==> config.mk <==
export PLATFORM = sky130hd
export DESIGN_NAME = line_lock_htimer
export DESIGN_NICKNAME = d
export VERILOG_FILES = /design/src/rtl/hlt_pkg.sv /design/src/rtl/hlt_sync_edge.sv /design/src/rtl/hlt_regs.sv /design/src/rtl/hlt_counter.sv /design/src/rtl/hlt_window.sv /design/src/rtl/line_lock_htimer.sv
export SDC_FILE = /design/constraint.sdc
export NUM_CORES = 1
export LEC_CHECK = 0
export ABC_CLOCK_PERIOD_IN_PS = 2800
export BUFFER_PORTS_ARGS = -buffer_cell sky130_fd_sc_hd__buf_4
export CAP_MARGIN = 20
export CORE_ASPECT_RATIO = 1.75
export CORE_MARGIN = 1
export CORE_UTILIZATION = 45
export DETAILED_ROUTE_END_ITERATION = 10
export GPL_ROUTABILITY_DRIVEN = 0
export PLACE_DENSITY = 0.63
export SYNTH_ARGS = -nofsm -noshare
export SYNTH_HDL_FRONTEND = slang
export SYNTH_SLANG_ARGS = --single-unit
==> constraint.sdc <==
create_clock -name clk -period 2.8 [get_ports clk]
set_input_delay 0 -clock clk [delete_from_list [all_inputs] [get_ports clk]]
set_output_delay 0 -clock clk [all_outputs]
set_load 0.05 [all_outputs]
==> src/rtl/hlt_pkg.sv <==
package hlt_pkg;
    localparam int N_WIN      = 3;
    localparam int N_VAL      = 3 + 2 * N_WIN;
    localparam int MODE_W     = 1 + N_WIN;
    localparam int MODE_FIXED = 0;
    localparam int IDX_LEN    = 0;
    localparam int IDX_GSTART = 1;
    localparam int IDX_GSTOP  = 2;

    function automatic int start_idx(input int w);
        return 3 + 2 * w;
    endfunction

    function automatic int stop_idx(input int w);
        return 4 + 2 * w;
    endfunction
endpackage

==> src/rtl/hlt_sync_edge.sv <==
// Detects a falling edge of the sync input and delays it by DLY clocks.
// DLY must be at least 2.
module hlt_sync_edge #(
    parameter int DLY = 2
) (
    input  logic clk,
    input  logic rst_n,
    input  logic csync_n,
    output logic edge_o
);
    typedef struct packed {
        logic           s1;
        logic           s2;
        logic [DLY-1:0] pipe;
    } st_t;

    st_t st_d, st_q;

    always_comb begin
        st_d      = st_q;
        st_d.s1   = csync_n;
        st_d.s2   = st_q.s1;
        st_d.pipe = {st_q.pipe[DLY-2:0], st_q.s2 & ~st_q.s1};
    end

    always_ff @(posedge clk or negedge rst_n) begin
        if (!rst_n) begin
            st_q.s1   <= 1'b1;
            st_q.s2   <= 1'b1;
            st_q.pipe <= '0;
        end else begin
            st_q <= st_d;
        end
    end

    assign edge_o = st_q.pipe[DLY-1];

    // one sync fall yields exactly one delayed pulse
    p_single_edge_r5: assert property (@(posedge clk) disable iff (!rst_n)
        edge_o |=> !edge_o);
endmodule

==> src/rtl/hlt_regs.sv <==
// Staging and working copies of the settings; working copy loads on load_i.
module hlt_regs #(
    parameter int W       = 12,
    parameter int AW      = 5,
    parameter int NV      = 9,
    parameter int MW      = 4,
    parameter int DEF_LEN = 255
) (
    input  logic                 clk,
    input  logic                 rst_n,
    input  logic                 we_i,
    input  logic [AW-1:0]        addr_i,
    input  logic [7:0]           data_i,
    input  logic                 load_i,
    output logic [MW-1:0]        mode_o,
    output logic [NV-1:0][W-1:0] live_o
);
    import hlt_pkg::*;

    localparam logic [AW-1:0] LAST_ADDR = AW'(2 * NV);
    localparam int            HB        = W - 8;

    typedef struct packed {
        logic [MW-1:0]        mode;
        logic [NV-1:0][W-1:0] stage;
        logic [NV-1:0][W-1:0] live;
    } rf_t;

    rf_t           rf_d, rf_q;
    logic [AW-1:0] a1;

    function automatic rf_t rst_val();
        rf_t r;
        r                  = '0;
        r.stage[IDX_LEN]   = W'(DEF_LEN);
        r.stage[IDX_GSTOP] = '1;
        r.live             = r.stage;
        return r;
    endfunction

    always_comb begin
        rf_d = rf_q;
        a1   = addr_i - AW'(1);
        if (load_i) rf_d.live = rf_q.stage;
        if (we_i) begin
            if (addr_i == '0) begin
                rf_d.mode = data_i[MW-1:0];
            end else if (addr_i <= LAST_ADDR) begin
                for (int i = 0; i < NV; i++) begin
                    if (int'(a1[AW-1:1]) == i) begin
                        if (a1[0]) rf_d.stage[i][W-1:8] = data_i[HB-1:0];
                        else       rf_d.stage[i][7:0]   = data_i;
                    end
                end
            end
        end
    end

    always_ff @(posedge clk or negedge rst_n) begin
        if (!rst_n) rf_q <= rst_val();
        else        rf_q <= rf_d;
    end

    assign mode_o = rf_q.mode;
    assign live_o = rf_q.live;

    // working values move only when the counter restarts
    p_stage_hold_r4: assert property (@(posedge clk) disable iff (!rst_n)
        !load_i |=> $stable(live_o));
endmodule

==> src/rtl/hlt_counter.sv <==
// Horizontal counter with gated restart, tracking and fixed-length modes.
module hlt_counter #(
    parameter int W = 12
) (
    input  logic         clk,
    input  logic         rst_n,
    input  logic         edge_i,
    input  logic         fixed_i,
    input  logic [W-1:0] len_i,
    input  logic [W-1:0] gstart_i,
    input  logic [W-1:0] gstop_i,
    output logic [W-1:0] count_o,
    output logic         load_o
);
    typedef struct packed {
        logic [W-1:0] cnt;
    } cs_t;

    cs_t  cs_d, cs_q;
    logic in_gate, at_end;

    always_comb begin
        cs_d    = cs_q;
        in_gate = (cs_q.cnt >= gstart_i) && (cs_q.cnt <= gstop_i);
        at_end  = (cs_q.cnt == len_i);
        if (fixed_i) begin
            if (at_end) cs_d.cnt = edge_i ? '0 : cs_q.cnt;
            else        cs_d.cnt = cs_q.cnt + W'(1);
        end else begin
            if ((edge_i && in_gate) || at_end) cs_d.cnt = '0;
            else                               cs_d.cnt = cs_q.cnt + W'(1);
        end
        load_o = (cs_d.cnt == '0);
    end

    always_ff @(posedge clk or negedge rst_n) begin
        if (!rst_n) cs_q <= '0;
        else        cs_q <= cs_d;
    end

    assign count_o = cs_q.cnt;

    p_bound_r2: assert property (@(posedge clk) disable iff (!rst_n)
        count_o <= len_i);

    p_accept_r5: assert property (@(posedge clk) disable iff (!rst_n)
        (!fixed_i && edge_i && count_o >= gstart_i && count_o <= gstop_i)
        |=> count_o == '0);

    p_reject_r6: assert property (@(posedge clk) disable iff (!rst_n)
        (!fixed_i && edge_i && (count_o < gstart_i || count_o > gstop_i) && count_o != len_i)
        |=> count_o == $past(count_o) + W'(1));

    p_hold_r7: assert property (@(posedge clk) disable iff (!rst_n)
        (fixed_i && count_o == len_i && !edge_i) |=> count_o == $past(count_o));
endmodule

==> src/rtl/hlt_window.sv <==
// One start/stop compare output with selectable polarity.
module hlt_window #(
    parameter int   W         = 12,
    parameter logic RST_LEVEL = 1'b1
) (
    input  logic         clk,
    input  logic         rst_n,
    input  logic [W-1:0] count_i,
    input  logic [W-1:0] start_i,
    input  logic [W-1:0] stop_i,
    input  logic         inv_i,
    output logic         out_o
);
    typedef struct packed {
        logic act;
        logic out;
    } ws_t;

    ws_t ws_d, ws_q;

    always_comb begin
        ws_d = ws_q;
        if (count_i == stop_i)       ws_d.act = 1'b0;
        else if (count_i == start_i) ws_d.act = 1'b1;
        ws_d.out = ws_d.act ^ inv_i;
    end

    always_ff @(posedge clk or negedge rst_n) begin
        if (!rst_n) begin
            ws_q.act <= 1'b0;
            ws_q.out <= RST_LEVEL;
        end else begin
            ws_q <= ws_d;
        end
    end

    assign out_o = ws_q.out;

    p_set_r8: assert property (@(posedge clk) disable iff (!rst_n)
        (count_i == start_i && start_i != stop_i) |=> out_o == !$past(inv_i));

    p_empty_r9: assert property (@(posedge clk) disable iff (!rst_n)
        (count_i == start_i && start_i == stop_i) |=> out_o == $past(inv_i));
endmodule

==> src/rtl/line_lock_htimer.sv <==
module line_lock_htimer #(
    parameter int W        = 12,
    parameter int AW       = 5,
    parameter int DEF_LEN  = 255,
    parameter int EDGE_DLY = 2
) (
    input  logic          clk,
    input  logic          rst_n,
    input  logic          csync_n,
    input  logic          cfg_we,
    input  logic [AW-1:0] cfg_addr,
    input  logic [7:0]    cfg_wdata,
    output logic [W-1:0]  hcount_o,
    output logic          clamp_o,
    output logic          zero_o,
    output logic          hsync_o
);
    import hlt_pkg::*;

    logic                    edge_dly;
    logic                    load;
    logic [MODE_W-1:0]       mode;
    logic [N_VAL-1:0][W-1:0] live;
    logic [W-1:0]            count;
    logic [N_WIN-1:0]        win_out;

    hlt_sync_edge #(.DLY(EDGE_DLY)) u_edge (
        .clk     (clk),
        .rst_n   (rst_n),
        .csync_n (csync_n),
        .edge_o  (edge_dly)
    );

    hlt_regs #(.W(W), .AW(AW), .NV(N_VAL), .MW(MODE_W), .DEF_LEN(DEF_LEN)) u_regs (
        .clk    (clk),
        .rst_n  (rst_n),
        .we_i   (cfg_we),
        .addr_i (cfg_addr),
        .data_i (cfg_wdata),
        .load_i (load),
        .mode_o (mode),
        .live_o (live)
    );

    hlt_counter #(.W(W)) u_cnt (
        .clk      (clk),
        .rst_n    (rst_n),
        .edge_i   (edge_dly),
        .fixed_i  (mode[MODE_FIXED]),
        .len_i    (live[IDX_LEN]),
        .gstart_i (live[IDX_GSTART]),
        .gstop_i  (live[IDX_GSTOP]),
        .count_o  (count),
        .load_o   (load)
    );

    for (genvar w = 0; w < N_WIN; w++) begin : g_win
        hlt_window #(.W(W), .RST_LEVEL(1'b1)) u_win (
            .clk     (clk),
            .rst_n   (rst_n),
            .count_i (count),
            .start_i (live[start_idx(w)]),
            .stop_i  (live[stop_idx(w)]),
            .inv_i   (~mode[1 + w]),
            .out_o   (win_out[w])
        );
    end

    assign hcount_o = count;
    assign clamp_o  = win_out[0];
    assign zero_o   = win_out[1];
    assign hsync_o  = win_out[2];
endmodule

==> impl_results.md <==
* Status: finished with violations
* Failing checks: setup timing
* Sequential share of power at 0.362
* GRT Residual Overflow at 0
* Post-synthesis instance area at 0.01127 mm²
* Core Region at 0.02463 mm²
* Vias at 6886
* H-tree levels at 1
* Power, Total at 0.01438 W
* Sw power at 0.004631 W
* Final Hold Vio Count at 0
* Combinational power share at 0.408
* Detailed Place HPWL at 18.20 mm
* Worst Skew at 7.951 ps
* 1st-pass router iterations at 4
* Peak VDD IR at 0.5061 mV
* DRT iter0 DRCs at 320
* Routed Wire Length at 28.12 mm
* Clk_lat worst skew at 530 ps
* WS Path Type: flop to flop
* Net Sw Frac at 0.3220
* Avg Inst Size Synth at 13.48 µm²
* Clk network pwr share at 0.230
* Final ANT Viol Nets at 0
* Max Slew Vio Count at 0
* Post-route setup slack at -93.91 ps
* Most common cell after layout, fill and taps aside: dfrtp_1
* CP startpoint kind: flop
* TritonCTS clock tree: yes
* Cell mode on critical path: a21o_1
* DIE WIDTH at 121.6 µm
* CP max-delay cell: dfrtp_2
* I/O pin count at 32
* Hold Crit Class: primary input to flop
* Yosys warns at 0
* Pwr Density at 1039 mW/mm²
* PortBufs at 31
* RSZ-0062 raised after global routing: yes
* Max frequency at 345.6 MHz
* Routed vias/inst at 5.375
* First-pass GRT wire length at 43.86 mm
* Sequential-to-total area share from yosys stat at 0.5425
* Number of global-route vias before repair at 7354
* Clock transition at the registers of the reported paths at 70 ps
* Worst path bufs/invs at 2
* Slew @ Worst Pin at 799.8 ps
* Cells along the critical path: ha_4, a21o_1, a21o_1, a221oi_4, o21ai_2, and4b_2, a31oi_4, buf_8, buf_16, mux2_2
* CP Data Arrival Time at 3300 ps
* Hold_ws at 23.40 ps
* CTS Buf Count at 24
* CP Max Fanout at 11
* Final setup vio count at 106
* Leading cell types in the layout, fill and taps excluded: dfrtp_1, mux2_2, buf_4
* Internal power at 0.009752 W
* Fin crit period at 2894 ps
* CP delay by family, top: compound AO/OA/AOI/OAI gates
* Critical Path RT at 3210 ps
* Largest net degree at the start of global routing at 104
* Die Y at 211.3 µm
* Ys flop type: dfrtp_1
* Final period util at 1.034
* Clock Tree Buf Depth at 3
* Routed length per instance at 21.95 µm
* Antenna Cells at 0
* Core Rows at 76
* Residual DRC count at 0
* Total leakage power at 6.824 nW
* Initial antenna violation count at 0
* Final cell count without fillers at 1281
* Share of cells above drive strength 1 at 0.4954
* Fin nets at 995
* Die ar. at 0.02570 mm²
* Syn Nets at 880
* Root Buffer: clkbuf_16
* CP Capture Type: flop
* Synth Instances at 836
* Initial Utilization at 0.4575
* Max_cap viols at 0
* Relative slew slack at 0.4668
* DP Worst Slack at -645.8 ps
* Area grow syn2layout at 22.88%
* Final core utilization at 0.5621
* Cell count after placement at 1202
* GRT Util Overall at 0.2315
* Async set-reset flop share out of synthesis at 1.000
* Distinct cell type count after synthesis at 50
* Post-synth EDFFs at 0
* Flip-flop and latch count after synthesis at 242
* CP peak stage delay at 470 ps
* Clock sinks at 242
cells by family after synthesis:
kind of cell,Yosys count,synth area share
and+or+nand+nor,122,0.06219
xor gates and xnor gates,90,0.06996
adders and majority gates,27,0.02998
DFF,242,0.5425
buffers and inverters,69,0.02932
muxes,225,0.2313
AOI/OAI and AO/OA,61,0.03476
cells in the mapped netlist, types with 2 or more instances:
| cell | instances | area, µm² |
|---|---|---|
| nand2b_1 | 8 | 50.05 |
| or2_1 | 2 | 12.51 |
| or2_2 | 3 | 18.77 |
| buf_6 | 2 | 22.52 |
| nor2_1 | 21 | 78.83 |
| nand2_1 | 12 | 45.04 |
| xnor2_1 | 17 | 148.9 |
| ha_1 | 27 | 337.8 |
| dfstp_2 | 45 | 1182 |
| nor2_2 | 4 | 25.02 |
| mux2_4 | 20 | 300.3 |
| nand4_1 | 8 | 50.05 |
| dfrtp_1 | 197 | 4930 |
| nor4_1 | 18 | 112.6 |
| a21o_1 | 8 | 60.06 |
| nor3_1 | 3 | 15.01 |
| buf_4 | 7 | 52.55 |
| buf_1 | 13 | 48.80 |
| buf_2 | 6 | 30.03 |
| o31ai_1 | 2 | 15.01 |
| buf_8 | 2 | 30.03 |
| xor2_1 | 73 | 639.4 |
| and4_1 | 2 | 17.52 |
| nor2_4 | 4 | 45.04 |
| nand3_1 | 15 | 75.07 |
| mux2i_1 | 2 | 20.02 |
| inv_1 | 27 | 101.4 |
| nand4b_1 | 2 | 17.52 |
| mux2_2 | 202 | 2275 |
| a31oi_1 | 6 | 37.54 |
| and3_1 | 2 | 12.51 |
| a21oi_1 | 16 | 80.08 |
| o21ai_0 | 15 | 75.07 |
| or3_1 | 7 | 43.79 |
| o211ai_1 | 6 | 45.04 |
| clkbuf_1 | 12 | 45.04 |
| nor2b_1 | 7 | 43.79 |
worst register-to-register path: stages (launching register included):
cell,delay [ps]
dfrtp_2,470
ha_4,230
a21o_1,170
a21o_1,190
a221oi_4,390
o21ai_2,110
and4b_2,280
a31oi_4,230
buf_8,200
buf_16,160
mux2_2,350
final cells by class:
type	instances	area, µm²
clock buffer	33	695.7
clock inverter	11	112.6
fill	2024	10780
inverter	27	101.3
multi-input combinational	525	5106
sequential	242	6125
tap	312	390.4
timing repair buffer	131	1314
path summary, 6_finish.rpt:
check,start,end,slack [ps],depth (start not counted)
worst max-delay path,u_cnt.count_o[5],u_regs.live_o[59],-90,10
worst min-delay path,cfg_wdata[3],u_regs.rf_q[143],20,2
worst max register to register,u_cnt.count_o[5],u_regs.live_o[59],-90,10
worst min register to register,u_edge.st_d[1],u_edge.edge_o,360,0
max in group asynchronous,rst_n,u_regs.rf_q[109],1730,3
min in group asynchronous,rst_n,u_regs.live_o[41],120,2
timing repair:
action,CTS,global route
pin swaps,15,5
gates cloned,3,4
resized for setup,73,14
buffers inserted,17,4
endpoints found under the setup margin,114,108
hold buffers,9,0
hold endpoints to repair,144,0
power by group through the flow:
| stage | Combinational [W] | Sequential, W | Clock, W |
|---|---|---|---|
| after global routing | 0.00629 | 0.00532 | 0.00350 |
| after detailed placement | 0.00474 | 0.00526 | 0 |
| after CTS | 0.00570 | 0.00521 | 0.00337 |
| after global placement | 0.00465 | 0.00524 | 0 |
| after floorplan | 0.00321 | 0.00527 | 0 |
| final | 0.00586 | 0.00521 | 0.00331 |
metal layers:
metal | global-route usage | up-vias | wire [µm]
met4 | 0.1026 | 0 | 951
li1 | - | 3161 | -
met3 | 0.02559 | 45 | 877
met1 | 0.2855 | 3573 | 11490
met5 | 0.01411 | - | 0
met2 | 0.4024 | 107 | 14800
registers in the layout, indices dropped and copies added (netlist names):
| name | count |
|---|---|
| u_regs.rf_q | 108 |
| u_cnt.count_o | 12 |
| u_regs.live_o | 108 |
| u_regs.mode_o | 4 |
| u_edge.st_d | 2 |
| g_win.u_win.out_o | 3 |
| g_win.u_win.ws_q | 3 |
| u_edge.edge_o | 1 |
| u_edge.st_q | 1 |
metrics by stage:
stage	TNS [ps]	instance area [µm²]
2_1_floorplan	-5483	11290
3_3_place_gp	-64520	12250
3_5_place_dp	-64570	12250
4_1_cts	-7876	13700
5_1_grt	-15370	13840
6_report	-6407	13840
Power figures use the tool's default switching activity.
